## src/rtl/dual_adc_rx_pkg.sv

```systemverilog
package dual_adc_rx_pkg;
  typedef struct packed {
    logic rise;
    logic fall;
  } edge_t;

  function automatic edge_t find_edge(input logic prev, input logic cur);
    edge_t e;
    e.rise = ~prev & cur;
    e.fall = prev & ~cur;
    return e;
  endfunction
endpackage

```

## src/rtl/dual_adc_rx_sync.sv

```systemverilog
module dual_adc_rx_sync #(
  parameter int unsigned WIDTH  = 4,
  parameter int unsigned STAGES = 2,
  parameter logic [WIDTH-1:0] RST_VAL = '0
) (
  input  logic             clk_i,
  input  logic             rst_ni,
  input  logic [WIDTH-1:0] d_i,
  output logic [WIDTH-1:0] q_o
);
  logic [WIDTH-1:0] stage_q [STAGES];

  for (genvar s = 0; s < STAGES; s++) begin : g_stage
    always_ff @(posedge clk_i or negedge rst_ni) begin
      if (!rst_ni) stage_q[s] <= RST_VAL;
      else if (s == 0) stage_q[s] <= d_i;
      else stage_q[s] <= stage_q[(s == 0) ? 0 : s-1];
    end
  end

  assign q_o = stage_q[STAGES-1];
endmodule

```

## src/rtl/dual_adc_rx_capture.sv

```systemverilog
module dual_adc_rx_capture
  import dual_adc_rx_pkg::*;
#(
  parameter int unsigned DATA_W = 11
) (
  input  logic              clk_i,
  input  logic              rst_ni,
  input  logic              cs_n_s_i,
  input  logic              sck_s_i,
  input  logic              da_s_i,
  input  logic              db_s_i,
  output logic [DATA_W-1:0] word_a_o,
  output logic [DATA_W-1:0] word_b_o,
  output logic              valid_o
);
  localparam int unsigned CNT_W = $clog2(DATA_W + 1);
  localparam logic [CNT_W-1:0] CNT_FULL = CNT_W'(DATA_W);

  logic              cs_q, sck_q, done_q;
  logic [CNT_W-1:0]  cnt_q;
  logic [DATA_W-1:0] sh_a_q, sh_b_q;
  edge_t             sck_e, cs_e;

  assign sck_e = find_edge(sck_q, sck_s_i);
  assign cs_e  = find_edge(cs_q, cs_n_s_i);

  always_ff @(posedge clk_i or negedge rst_ni) begin
    if (!rst_ni) begin
      cs_q     <= 1'b1;
      sck_q    <= 1'b1;
      done_q   <= 1'b0;
      cnt_q    <= '0;
      sh_a_q   <= '0;
      sh_b_q   <= '0;
      word_a_o <= '0;
      word_b_o <= '0;
      valid_o  <= 1'b0;
    end else begin
      cs_q    <= cs_n_s_i;
      sck_q   <= sck_s_i;
      valid_o <= 1'b0;
      if (cs_e.fall) begin
        cnt_q  <= '0;
        done_q <= 1'b0;
        sh_a_q <= '0;
        sh_b_q <= '0;
      end else if (!cs_n_s_i) begin
        if (sck_e.fall && cnt_q < CNT_FULL) begin
          sh_a_q <= {sh_a_q[DATA_W-2:0], da_s_i};
          sh_b_q <= {sh_b_q[DATA_W-2:0], db_s_i};
          cnt_q  <= cnt_q + 1'b1;
        end
        // transfer on the rise following the last captured bit
        if (sck_e.rise && cnt_q == CNT_FULL && !done_q) begin
          word_a_o <= sh_a_q;
          word_b_o <= sh_b_q;
          valid_o  <= 1'b1;
          done_q   <= 1'b1;
        end
      end
    end
  end

  assert_valid_pulse_R8: assert property (@(posedge clk_i) disable iff (!rst_ni)
    valid_o |=> !valid_o);
  assert_hold_without_valid_R5: assert property (@(posedge clk_i) disable iff (!rst_ni)
    !valid_o |-> ($stable(word_a_o) && $stable(word_b_o)));
  assert_cnt_bound_R7: assert property (@(posedge clk_i) disable iff (!rst_ni)
    cnt_q <= CNT_FULL);
  assert_valid_full_frame_R4: assert property (@(posedge clk_i) disable iff (!rst_ni)
    valid_o |-> (cnt_q == CNT_FULL && done_q));
  assert_idle_quiet_R9: assert property (@(posedge clk_i) disable iff (!rst_ni)
    (cs_q && cs_n_s_i) |=> ($stable(cnt_q) && !valid_o));
endmodule

```

## src/rtl/dual_adc_rx.sv

```systemverilog
module dual_adc_rx #(
  parameter int unsigned DATA_W      = 11,
  parameter int unsigned SYNC_STAGES = 2
) (
  input  logic              clk_i,
  input  logic              rst_ni,
  input  logic              cs_ni,
  input  logic              sck_i,
  input  logic              sdata_a_i,
  input  logic              sdata_b_i,
  output logic [DATA_W-1:0] word_a_o,
  output logic [DATA_W-1:0] word_b_o,
  output logic              valid_o
);
  // bit order: {cs_n, sck, lane_a, lane_b}
  logic [3:0] raw, synced;
  assign raw = {cs_ni, sck_i, sdata_a_i, sdata_b_i};

  dual_adc_rx_sync #(
    .WIDTH  (4),
    .STAGES (SYNC_STAGES),
    .RST_VAL(4'b1100)
  ) u_sync (
    .clk_i (clk_i),
    .rst_ni(rst_ni),
    .d_i   (raw),
    .q_o   (synced)
  );

  dual_adc_rx_capture #(
    .DATA_W(DATA_W)
  ) u_capture (
    .clk_i   (clk_i),
    .rst_ni  (rst_ni),
    .cs_n_s_i(synced[3]),
    .sck_s_i (synced[2]),
    .da_s_i  (synced[1]),
    .db_s_i  (synced[0]),
    .word_a_o(word_a_o),
    .word_b_o(word_b_o),
    .valid_o (valid_o)
  );
endmodule

```

## config.mk

```make
export PLATFORM = sky130hd
export DESIGN_NAME = dual_adc_rx
export DESIGN_NICKNAME = d
export VERILOG_FILES = /design/src/rtl/dual_adc_rx_pkg.sv /design/src/rtl/dual_adc_rx_sync.sv /design/src/rtl/dual_adc_rx_capture.sv /design/src/rtl/dual_adc_rx.sv
export SDC_FILE = /design/constraint.sdc
export NUM_CORES = 1
export LEC_CHECK = 0
export CORE_ASPECT_RATIO = 0.75
export CORE_MARGIN = 4
export CORE_UTILIZATION = 54
export DETAILED_ROUTE_END_ITERATION = 6
export PLACE_DENSITY = 0.82
export REMOVE_ABC_BUFFERS = 1
export SLEW_MARGIN = 40
export SYNTH_ARGS = -nofsm -noshare
export SYNTH_HDL_FRONTEND = slang
export SYNTH_SLANG_ARGS = --single-unit
```

## constraint.sdc

```tcl
create_clock -name clk_i -period 2.2 [get_ports clk_i]
set_clock_uncertainty 0.05 [all_clocks]
set_input_delay 0.44 -clock clk_i [delete_from_list [all_inputs] [get_ports clk_i]]
set_output_delay 0.44 -clock clk_i [all_outputs]
set_load 0.02 [all_outputs]
```

## Word level (Yosys, flattened, before mapping)

Index checks and enable logic that the tools add are counted.

| storage, ports and cells | value |
|---|---|
| memories kept | 0 |
| bits in registers | 60 |
| input bits | 6 |
| bits in read-only memories | 0 |
| bits in latches | 0 |
| memory bits (writable) | 0 |
| logic and storage cells | 46 |

| operators by class | value |
|---|---|
| div/mod/pow operators | 0 |
| add/sub/neg operators | 1 |
| reductions and logical operators | 9 |
| equal/unequal tests | 2 |
| $lt $le $gt $ge | 1 |
| multipliers | 0 |
| shift-type cells | 0 |
| bitwise operators | 7 |
| multiplexer cells | 15 |

Operator list:

| kind | count |
|---|---|
| $mux W11 | 6 |
| $mux W4 | 3 |
| $mux W1 | 6 |
| $add A4 B1 Y4 const B | 1 |
| $eq A4 B4 Y1 const B | 1 |
| $lt A4 B4 Y1 const B | 1 |
| $not A1 Y1 | 4 |
| $reduce_and A2 Y1 | 2 |
| $reduce_bool A2 Y1 | 2 |
| $and A1 B1 Y1 | 3 |
| $logic_and A1 B1 Y1 | 3 |
| $reduce_and A3 Y1 | 1 |
| $ne A2 B1 Y1 const B | 1 |
| $logic_not A1 Y1 | 1 |

## Logic depth before layout (Yosys ltp)

Gate-level depths: netlist of the first run.

| logic depth | value |
|---|---|
| word-level depth | 7 |
| mapped depth | 6 |
| mapped depth without buffers | 4 |

## By module

From an unflattened synthesis of the first run, not the netlist that was laid out.

| second synthesis, totals | value |
|---|---|
| cell total of the unflattened synthesis | 209 |
| area, all modules | 2610.0 µm² |

By module, submodules not included:

| module | area an instance (µm²) | cells each | instances |
|---|---|---|---|
| dual_adc_rx_capture | 2374.8 | 197 | 1 |
| dual_adc_rx_sync | 235.2 | 12 | 1 |

## Worst setup path before layout of the first run

No wires, ideal clock.

| timing | value |
|---|---|
| kind | register to register |
| from | register u_capture.sck_q |
| to | register u_capture.sh_a_q[10] |
| clock period less this slack | 1.694 ns |
| data arrival time | 1.540 ns |
| path slack | 0.506 ns |
| buffers on the path | 1 |
| stages on the path, launching flop included | 5 |
| cells stage by stage | dfstp_2 > or3b_4 > buf_6 > or4_1 > o311ai_1 |

| between the ends | value |
|---|---|
| cells in the longest elaborated chain, start to end | 4 |

RTL lines:

| element | RTL line | RTL |
|---|---|---|
| from (decl) | dual_adc_rx_capture.sv:19 | `logic cs_q, sck_q, done_q;` |
| from (signal assigned) | dual_adc_rx_capture.sv:40 | `sck_q <= sck_s_i;` |
| $and A1 B1 Y1 | dual_adc_rx_pkg.sv:10 | `e.fall = prev & ~cur;` |
| $logic_and A1 B1 Y1 | dual_adc_rx_capture.sv:48 | `if (sck_e.fall && cnt_q < CNT_FULL) begin` |
| $reduce_bool A2 Y1 (no line) | - |  |
| $reduce_and A2 Y1 (no line) | - |  |
| to (signal assigned) | dual_adc_rx_capture.sv:49 | `sh_a_q <= {sh_a_q[DATA_W-2:0], da_s_i};` |
| to (decl) | dual_adc_rx_capture.sv:21 | `logic [DATA_W-1:0] sh_a_q, sh_b_q;` |

Every way passes these cells.
A chain may end at the register's enable or synchronous reset.

## Final worst setup path of the first run

| timing | value |
|---|---|
| from | register u_capture.cnt_q[0] |
| to | register u_capture.word_b_o[3] |

| between the ends | value |
|---|---|
| cells in the longest elaborated chain, start to end | 4 |

RTL lines:

| element | RTL line | RTL |
|---|---|---|
| from (decl) | dual_adc_rx_capture.sv:20 | `logic [CNT_W-1:0] cnt_q;` |
| from (signal assigned) | dual_adc_rx_capture.sv:51 | `cnt_q <= cnt_q + 1'b1;` |
| $eq A4 B4 Y1 | dual_adc_rx_capture.sv:54 | `if (sck_e.rise && cnt_q == CNT_FULL && !done_q) begin` |
| $logic_and A1 B1 Y1 (2 in a row) | dual_adc_rx_capture.sv:54 |  |
| $reduce_and A3 Y1 (no line) | - |  |
| to (signal assigned) | dual_adc_rx_capture.sv:56 | `word_b_o <= sh_b_q;` |
| to (decl) | dual_adc_rx_capture.sv:13 | `output logic [DATA_W-1:0] word_b_o,` |

Every way passes these cells.

==> results_dict.tcl, run 1 <==
set metrics [dict create \
    status "completed" \
    power.combinational.fraction 0.029 \
    clock-sinks 60 \
    die_y_um 65.8 \
    synth_area_sq_um 2410 \
    syn_area_per_cell_sq_um 14.4 \
    final.setup.tns_ns 0 \
    switchingPower_mw 0.450 \
    grt_usage 0.175 \
    p_int_mw 1.81 \
    finalSetupViolCount 0 \
    rsz0062_at_grt "no" \
    io_buffers 28 \
    fill_cells 265 \
    critPathBufInv 1 \
    netlist_instances 167 \
    drc 0 \
    cpPeakStageDelay_ns 0.39 \
    path_class "reg2reg" \
    maxCapViolCount 0 \
    pre_cts_ws_ns 0.212 \
    drt-initial-drc-count 164 \
    sw_frac_of_total 0.199 \
    final_hold_viol_count 0 \
    cp_data_required_time_ns 2.37 \
    postLayoutCoreUtil 0.709 \
    regToRegStartpoint "u_capture.cnt_q[0]$_DFFE_PN0P_" \
    start_util 0.576 \
    critical_path_peak_fanout 15 \
    ys_ff_latch 60 \
    rrSetupSlack_ns 0.19 \
    first_pass_iters 4 \
    drv_slew 0 \
    routed_wl_mm 4.24 \
    cp_slowest_cell "dfrtp_1" \
    ant_nets 0 \
    max_freq_mhz 498 \
    synth.distinct_cells 32 \
    dieArea_sq_um 5600 \
    layout_setup_ws_ns 0.194 \
    worst_slew_pin_slew_ns 0.626 \
    grt_pass1_wl_mm 7.32 \
    ctsResizeCount 0 \
    critPathTopFamily "simple AND/OR/NAND/NOR gates" \
    cp_data_arrival_time_ns 2.17 \
    final_layout_size_suffix_gt1_frac 0.273 \
    fin_crit_ns 2.01 \
    cts_tree "done" \
    cts_setup_buffers 0 \
    slew-limit-headroom 0.583 \
    finalCritPeriodShare 0.912 \
    antenna_cells 0 \
    final_cell_area_sq_um 2960 \
    core_sq_um 4180 \
    crit_chain "ha_1, nor4b_4, nand4_4, buf_4, mux2_4" \
    antenna_found_initial 0 \
    startpoint "u_capture.cnt_q[0]$_DFFE_PN0P_" \
    htree_levels 3 \
    grt_start_max_net_pins 30 \
    cts.path.max_buffers 2 \
    globalRouteOverflowTotal 0 \
    viasPerCell 5.61 \
    hold_path.class "in2async" \
    cts_root_buffer "clkbuf_8" \
    areaGrowthSynthToFinish_pct 23.0 \
    end_kind "register" \
    dpl_cell_area_sq_um 2740 \
    clk_latency_ns 0.33 \
    p_per_area_nw_per_um2 763 \
    cts.clk_slew.worst_paths_ns 0.06 \
    yosysSeqAreaShare 0.626 \
    yosysWarnings 0 \
    ios 29 \
    cts_buffers 9 \
    rows 20 \
    power_frac_clock 0.466 \
    finalPower_mw 2.26 \
    drt-wirelength-per-cell_um 16.1 \
    vdd_drop_max_v 0.000682 \
    seq_power_share 0.505 \
    crit_path_start_kind "register" \
    dp.final_hpwl_mm 2.99 \
    finalNetCount 211 \
    vias 1480 \
    die_x_um 85.1 \
    place_congestion 0.819 \
    leakage_nw 1.37 \
    grt_pass1_vias 1494 \
    ctsHoldBuffers 0 \
]
==> cells in the mapped netlist (all sizes together) <==
| cell type | instances | share of area |
|---|---|---|
| inv | 9 | 0.014 |
| buf | 6 | 0.021 |
| dfrtp | 54 | 0.56 |
| nand4 | 1 | 0.0088 |
| nor2 | 2 | 0.0031 |
| o311ai | 7 | 0.025 |
| nand4b | 4 | 0.015 |
| or3b | 1 | 0.0047 |
| ha | 1 | 0.0052 |
| nor2b | 1 | 0.0026 |
| nor3 | 1 | 0.0021 |
| and2b | 1 | 0.0031 |
| o21ai | 8 | 0.018 |
| nand2b | 1 | 0.0026 |
| clkbuf | 3 | 0.0047 |
| o21a | 1 | 0.0031 |
| a22o | 11 | 0.040 |
| or4 | 3 | 0.0093 |
| dfstp | 6 | 0.065 |
| or3 | 1 | 0.0026 |
| nand2 | 7 | 0.011 |
| nand3 | 5 | 0.010 |
| a41oi | 1 | 0.0036 |
| nor3b | 1 | 0.0031 |
| mux2 | 23 | 0.14 |
| a21oi | 7 | 0.015 |
| nor4b | 1 | 0.0099 |
==> cell families (layout without fill, tap and decap cells) <==
| kind of cell | after synthesis | in the layout | share of synthesized area |
|---|---|---|---|
| AOI/OAI and AO/OA | 35 | 35 | 0.105 |
| adders and majority gates | 1 | 1 | 0.00519 |
| buffers and inverters | 18 | 60 | 0.0400 |
| DFF | 60 | 60 | 0.626 |
| muxes | 23 | 23 | 0.136 |
| and+or+nand+nor | 30 | 30 | 0.0878 |
==> per-stage QoR <==
stage / hold WS, ns / std cells
finish: 0.0709 / 264
global route: 0.108 / 264
CTS: 0.0725 / 264
detailed placement: 0.287 / 248
global placement: 0.283 / 248
floorplan: 0.0944 / 158
==> final cells by class <==
| class | count | area [sq um] | area share |
|---|---|---|---|
| clock buffers | 11 | 141 | 0.0477 |
| clock inverters | 5 | 75.1 | 0.0253 |
| inverters | 9 | 33.8 | 0.0114 |
| multi-input cells | 89 | 807 | 0.272 |
| flip-flops and latches | 60 | 1510 | 0.509 |
| well taps | 55 | 68.8 | 0.0232 |
| repair buffers | 35 | 328 | 0.111 |
==> cell usage in the layout, fill, tap and decap left out <==
cell type	Yosys	layout
mux2_2	5	5
or3_1	1	1
o311ai_1	2	2
nor2b_1	1	1
nand3_1	5	5
a21oi_2	0	1
and2b_1	1	1
nor4b_4	1	1
mux2_4	18	18
clkdlybuf4s50_1	0	27
ha_1	1	1
inv_1	9	9
a41oi_1	1	1
a22o_1	11	11
clkinv_2	0	3
o311ai_0	5	5
nor2_1	2	2
buf_2	2	1
nand2_1	7	7
buf_4	1	7
clkbuf_8	0	10
nand4b_1	4	4
a21oi_1	7	6
nand4_4	1	1
o21a_1	1	1
or4_1	3	3
o21ai_0	7	7
o21ai_2	1	1
dfstp_2	6	6
or3b_4	1	1
dfrtp_1	54	54
nor3_1	1	1
bufinv_16	0	2
clkbuf_1	3	1
nand2b_1	1	1
nor3b_1	1	1
==> state kept, by name, summed over array words and instances, names as in the netlist <==
register / count
u_capture.valid_o: 1
u_capture.word_a_o: 11
u_sync.q_o: 4
u_capture.sh_a_q: 11
u_capture.word_b_o: 11
u_capture.sh_b_q: 11
u_capture.sck_q: 1
u_capture.cnt_q: 4
u_sync.stage_q: 4
u_capture.done_q: 1
u_capture.cs_q: 1
==> power groups by stage <==
| stage | logic, mW | registers, mW | clock network (mW) |
|---|---|---|---|
| 3_3_place_gp | 0.0621 | 1.16 | 0 |
| 4_1_cts | 0.0663 | 1.14 | 1.08 |
| 3_5_place_dp | 0.0665 | 1.16 | 0 |
| 6_report | 0.0657 | 1.14 | 1.05 |
| 5_1_grt | 0.0743 | 1.14 | 1.13 |
| 2_1_floorplan | 0.0247 | 1.16 | 0 |
==> metal layers <==
| layer | track usage | vias to the layer above | part of all wire |
|---|---|---|---|
| met3 | 0.0847 | 8 | 0.079 |
| met1 | 0.216 | 730 | 0.43 |
| met4 | 0.0692 | 0 | 0.019 |
| met2 | 0.266 | 60 | 0.47 |
| li1 | - | 682 | - |
| met5 | 0 | - | 0 |
==> path summary, 6_finish.rpt <==
check                      depth (start not counted)                                end
max                                                5  u_capture.word_b_o[3]$_DFFE_PN0P_
min                                                1  u_capture.word_b_o[9]$_DFFE_PN0P_
max reg2reg                                        5  u_capture.word_b_o[3]$_DFFE_PN0P_
min reg2reg                                        0            u_sync.q_o[1]$_DFF_PN0_
max in group asynchronous                          2  u_capture.word_b_o[0]$_DFFE_PN0P_
min in group clk_i                                 0            u_sync.q_o[1]$_DFF_PN0_
Power figures use the tool's default switching activity.
==> run 2: changes to the inputs <==
--- a/config.mk
+++ b/config.mk
@@ -5,10 +5,12 @@
 export SDC_FILE = /design/constraint.sdc
 export NUM_CORES = 1
 export LEC_CHECK = 0
+export CAP_MARGIN = 10
 export CORE_ASPECT_RATIO = 0.75
 export CORE_MARGIN = 4
 export CORE_UTILIZATION = 54
 export DETAILED_ROUTE_END_ITERATION = 6
+export GPL_ROUTABILITY_DRIVEN = 1
 export PLACE_DENSITY = 0.82
 export REMOVE_ABC_BUFFERS = 1
 export SLEW_MARGIN = 40
==> results of run 2 <==
No change in the layout: final DEF, timing and power equal those of run 1.
==> run 3: changes to the inputs <==
--- a/config.mk
+++ b/config.mk
@@ -5,6 +5,7 @@
 export SDC_FILE = /design/constraint.sdc
 export NUM_CORES = 1
 export LEC_CHECK = 0
+export ABC_AREA = 1
 export CAP_MARGIN = 10
 export CORE_ASPECT_RATIO = 0.75
 export CORE_MARGIN = 4
==> results_dict.tcl, run 3 <==
set metrics [dict create \
    synth.most_common_cell "nand2_1" \
    status "completed" \
    ant_nets 0 \
    io_buffers 28 \
    netlist_instances 245 \
    crit_path_start_kind "register" \
    async_reset_ff_frac 1.00 \
    areaGrowthSynthToFinish_pct 20.9 \
    yosys.area.top_type_share 0.567 \
    synth_edf_count 0 \
    cts.path.max_buffers 2 \
    rows 20 \
    htree_levels 3 \
    ys_ff_latch 60 \
    crit_chain "clkdlybuf4s50_1" \
    path_class "reg2out" \
    final.setup.tns_ns 0 \
    clock-sinks 60 \
    grt_pass1_vias 1707 \
    postLayoutCoreUtil 0.693 \
    cts.clk_slew.worst_paths_ns 0.06 \
    synth_area_sq_um 2380 \
    routed_wl_mm 4.40 \
    sw_frac_of_total 0.216 \
    layout_commonest_cell "nand2_1" \
    finalSetupViolCount 0 \
    first_pass_iters 4 \
    synthTopCellsByCount "nand2_1, nand3_1, dfrtp_1, buf_2" \
    start_util 0.573 \
    fin_crit_ns 1.80 \
    max_freq_mhz 556 \
    finalNetCount 283 \
    drv_slew 0 \
    cts_tree "done" \
    synth-main-ff-cell "dfrtp_1" \
    rrSetupSlack_ns 0.55 \
    antenna_found_initial 0 \
    cp_slowest_cell "clkdlybuf4s50_1" \
    final_layout_size_suffix_gt1_frac 0.110 \
    maxCapViolCount 0 \
    drc 0 \
    synth.distinct_cells 19 \
    clk_latency_ns 0.34 \
    vdd_drop_max_v 0.000575 \
    die_x_um 84.7 \
    finalCritPeriodShare 0.817 \
    yosysSeqAreaShare 0.633 \
    p_per_area_nw_per_um2 731 \
    cts_setup_buffers 0 \
    core_sq_um 4150 \
    synth_area_leaders "dfrtp_1, nand3_1, nand2_1, dfstp_2, buf_2" \
    switchingPower_mw 0.455 \
    cpPeakStageDelay_ns 0.61 \
    grt_pass1_wl_mm 7.80 \
    power_frac_clock 0.421 \
    power.combinational.fraction 0.038 \
    grt_start_max_net_pins 53 \
    dieArea_sq_um 5550 \
    dp.final_hpwl_mm 2.69 \
    worst_slew_pin_slew_ns 0.554 \
    globalRouteOverflowTotal 0 \
    vias 1785 \
    layout_common_cells "nand2_1, nand3_1, dfrtp_1, clkdlybuf4s50_1, clkbuf_8" \
    leakage_nw 1.51 \
    viasPerCell 5.31 \
    grt_usage 0.184 \
    critPathTopFamily "buffers and inverters" \
    yosysTopAreaCell "dfrtp_1" \
    cts_buffers 9 \
    cp_data_arrival_time_ns 1.31 \
    drt-wirelength-per-cell_um 13.1 \
    ios 29 \
    final_hold_viol_count 0 \
    critPathBufInv 1 \
    drt-initial-drc-count 161 \
    place_congestion 0.744 \
    antenna_cells 0 \
    hold_path.class "reg2reg" \
    yosysWarnings 0 \
    cts_root_buffer "clkbuf_8" \
    slew-limit-headroom 0.630 \
    finalPower_mw 2.11 \
    cp_data_required_time_ns 1.71 \
    die_y_um 65.5 \
    critical_path_peak_fanout 2 \
    end_kind "output pin" \
    seq_power_share 0.541 \
    p_int_mw 1.65 \
    syn_area_per_cell_sq_um 9.72 \
    rsz0062_at_grt "no" \
]
==> run 3: power by group through the flow <==
stage	logic [mW]	clock network (mW)	registers, mW
6_report	0.0797	0.887	1.14
3_5_place_dp	0.0798	0	1.16
4_1_cts	0.0814	0.911	1.14
2_1_floorplan	0.0335	0	1.16
3_3_place_gp	0.0792	0	1.16
5_1_grt	0.0924	0.969	1.14
==> run 3: worst register-to-register path, stage by stage, from the launching register on <==
cell	delay (ns)
dfrtp_1	0.41
ha_1	0.26
nor2_1	0.11
nor2_1	0.07
nor2_4	0.44
nand3_1	0.16
nand2_1	0.10
==> run 3: worst paths after layout <==
check	startpoint	to	cells past startpoint
max in group asynchronous	rst_ni	u_capture.word_b_o[1]$_DFFE_PN0P_	3
min in group asynchronous	rst_ni	u_capture.word_a_o[10]$_DFFE_PN0P_	2
min reg2reg	u_sync.stage_q[5]$_DFF_PN0_	u_sync.q_o[1]$_DFF_PN0_	0
max reg2reg	u_capture.cnt_q[0]$_DFFE_PN0P_	u_capture.cnt_q[1]$_DFFE_PN0P_	6
min	u_sync.stage_q[5]$_DFF_PN0_	u_sync.q_o[1]$_DFF_PN0_	0
max	u_capture.word_b_o[2]$_DFFE_PN0P_	word_b_o[2]	1
==> run 3: timing repair <==
action | 4_1_cts | 5_1_grt
hold buffers | 1 | 0
resized for setup | 0 | 0
endpoints found under the hold margin | 10 | 0
==> run 3: per-layer routing <==
layer | share of wire | track usage | routed length (um) | vias to the layer above
li1 | - | - | - | 863
met3 | 0.056 | 0.0827 | 246 | 11
met1 | 0.46 | 0.233 | 2050 | 869
met4 | 0.020 | 0.0652 | 89 | 0
met5 | 0 | 0 | 0 | -
met2 | 0.46 | 0.281 | 2020 | 42
==> run 3: cell families (layout without fill, tap and decap cells) <==
group / count (synthesis) / in the layout / share of synthesized area
compound gates: 2 / 2 / 0.00420
fa+ha+maj: 1 / 1 / 0.00525
flops: 60 / 60 / 0.633
simple gates: 159 / 159 / 0.303
buf+inv: 22 / 58 / 0.0509
xor+xnor: 1 / 1 / 0.00368
==> run 3: final cells by class <==
type | instances | area [sq um]
Clock inverter | 1 | 5.00
Sequential cell | 60 | 1510
Clock buffer | 15 | 176
Fill cell | 333 | 1270
Tap cell | 55 | 68.8
Inverter | 7 | 26.3
Multi-Input combinational cell | 163 | 752
Timing Repair Buffer | 35 | 343
==> run 3: per-stage QoR <==
step | setup WS [ns] | hold WS (ns) | area, sq um | instances
final | 0.403 | 0.300 | 2880 | 336
after global placement | 0.636 | 0.284 | 2690 | 319
after floorplan | 0.186 | 0.0944 | 2290 | 230
after CTS | 0.385 | 0.303 | 2880 | 336
after detailed placement | 0.573 | 0.291 | 2690 | 319
after global routing | 0.344 | 0.301 | 2880 | 336
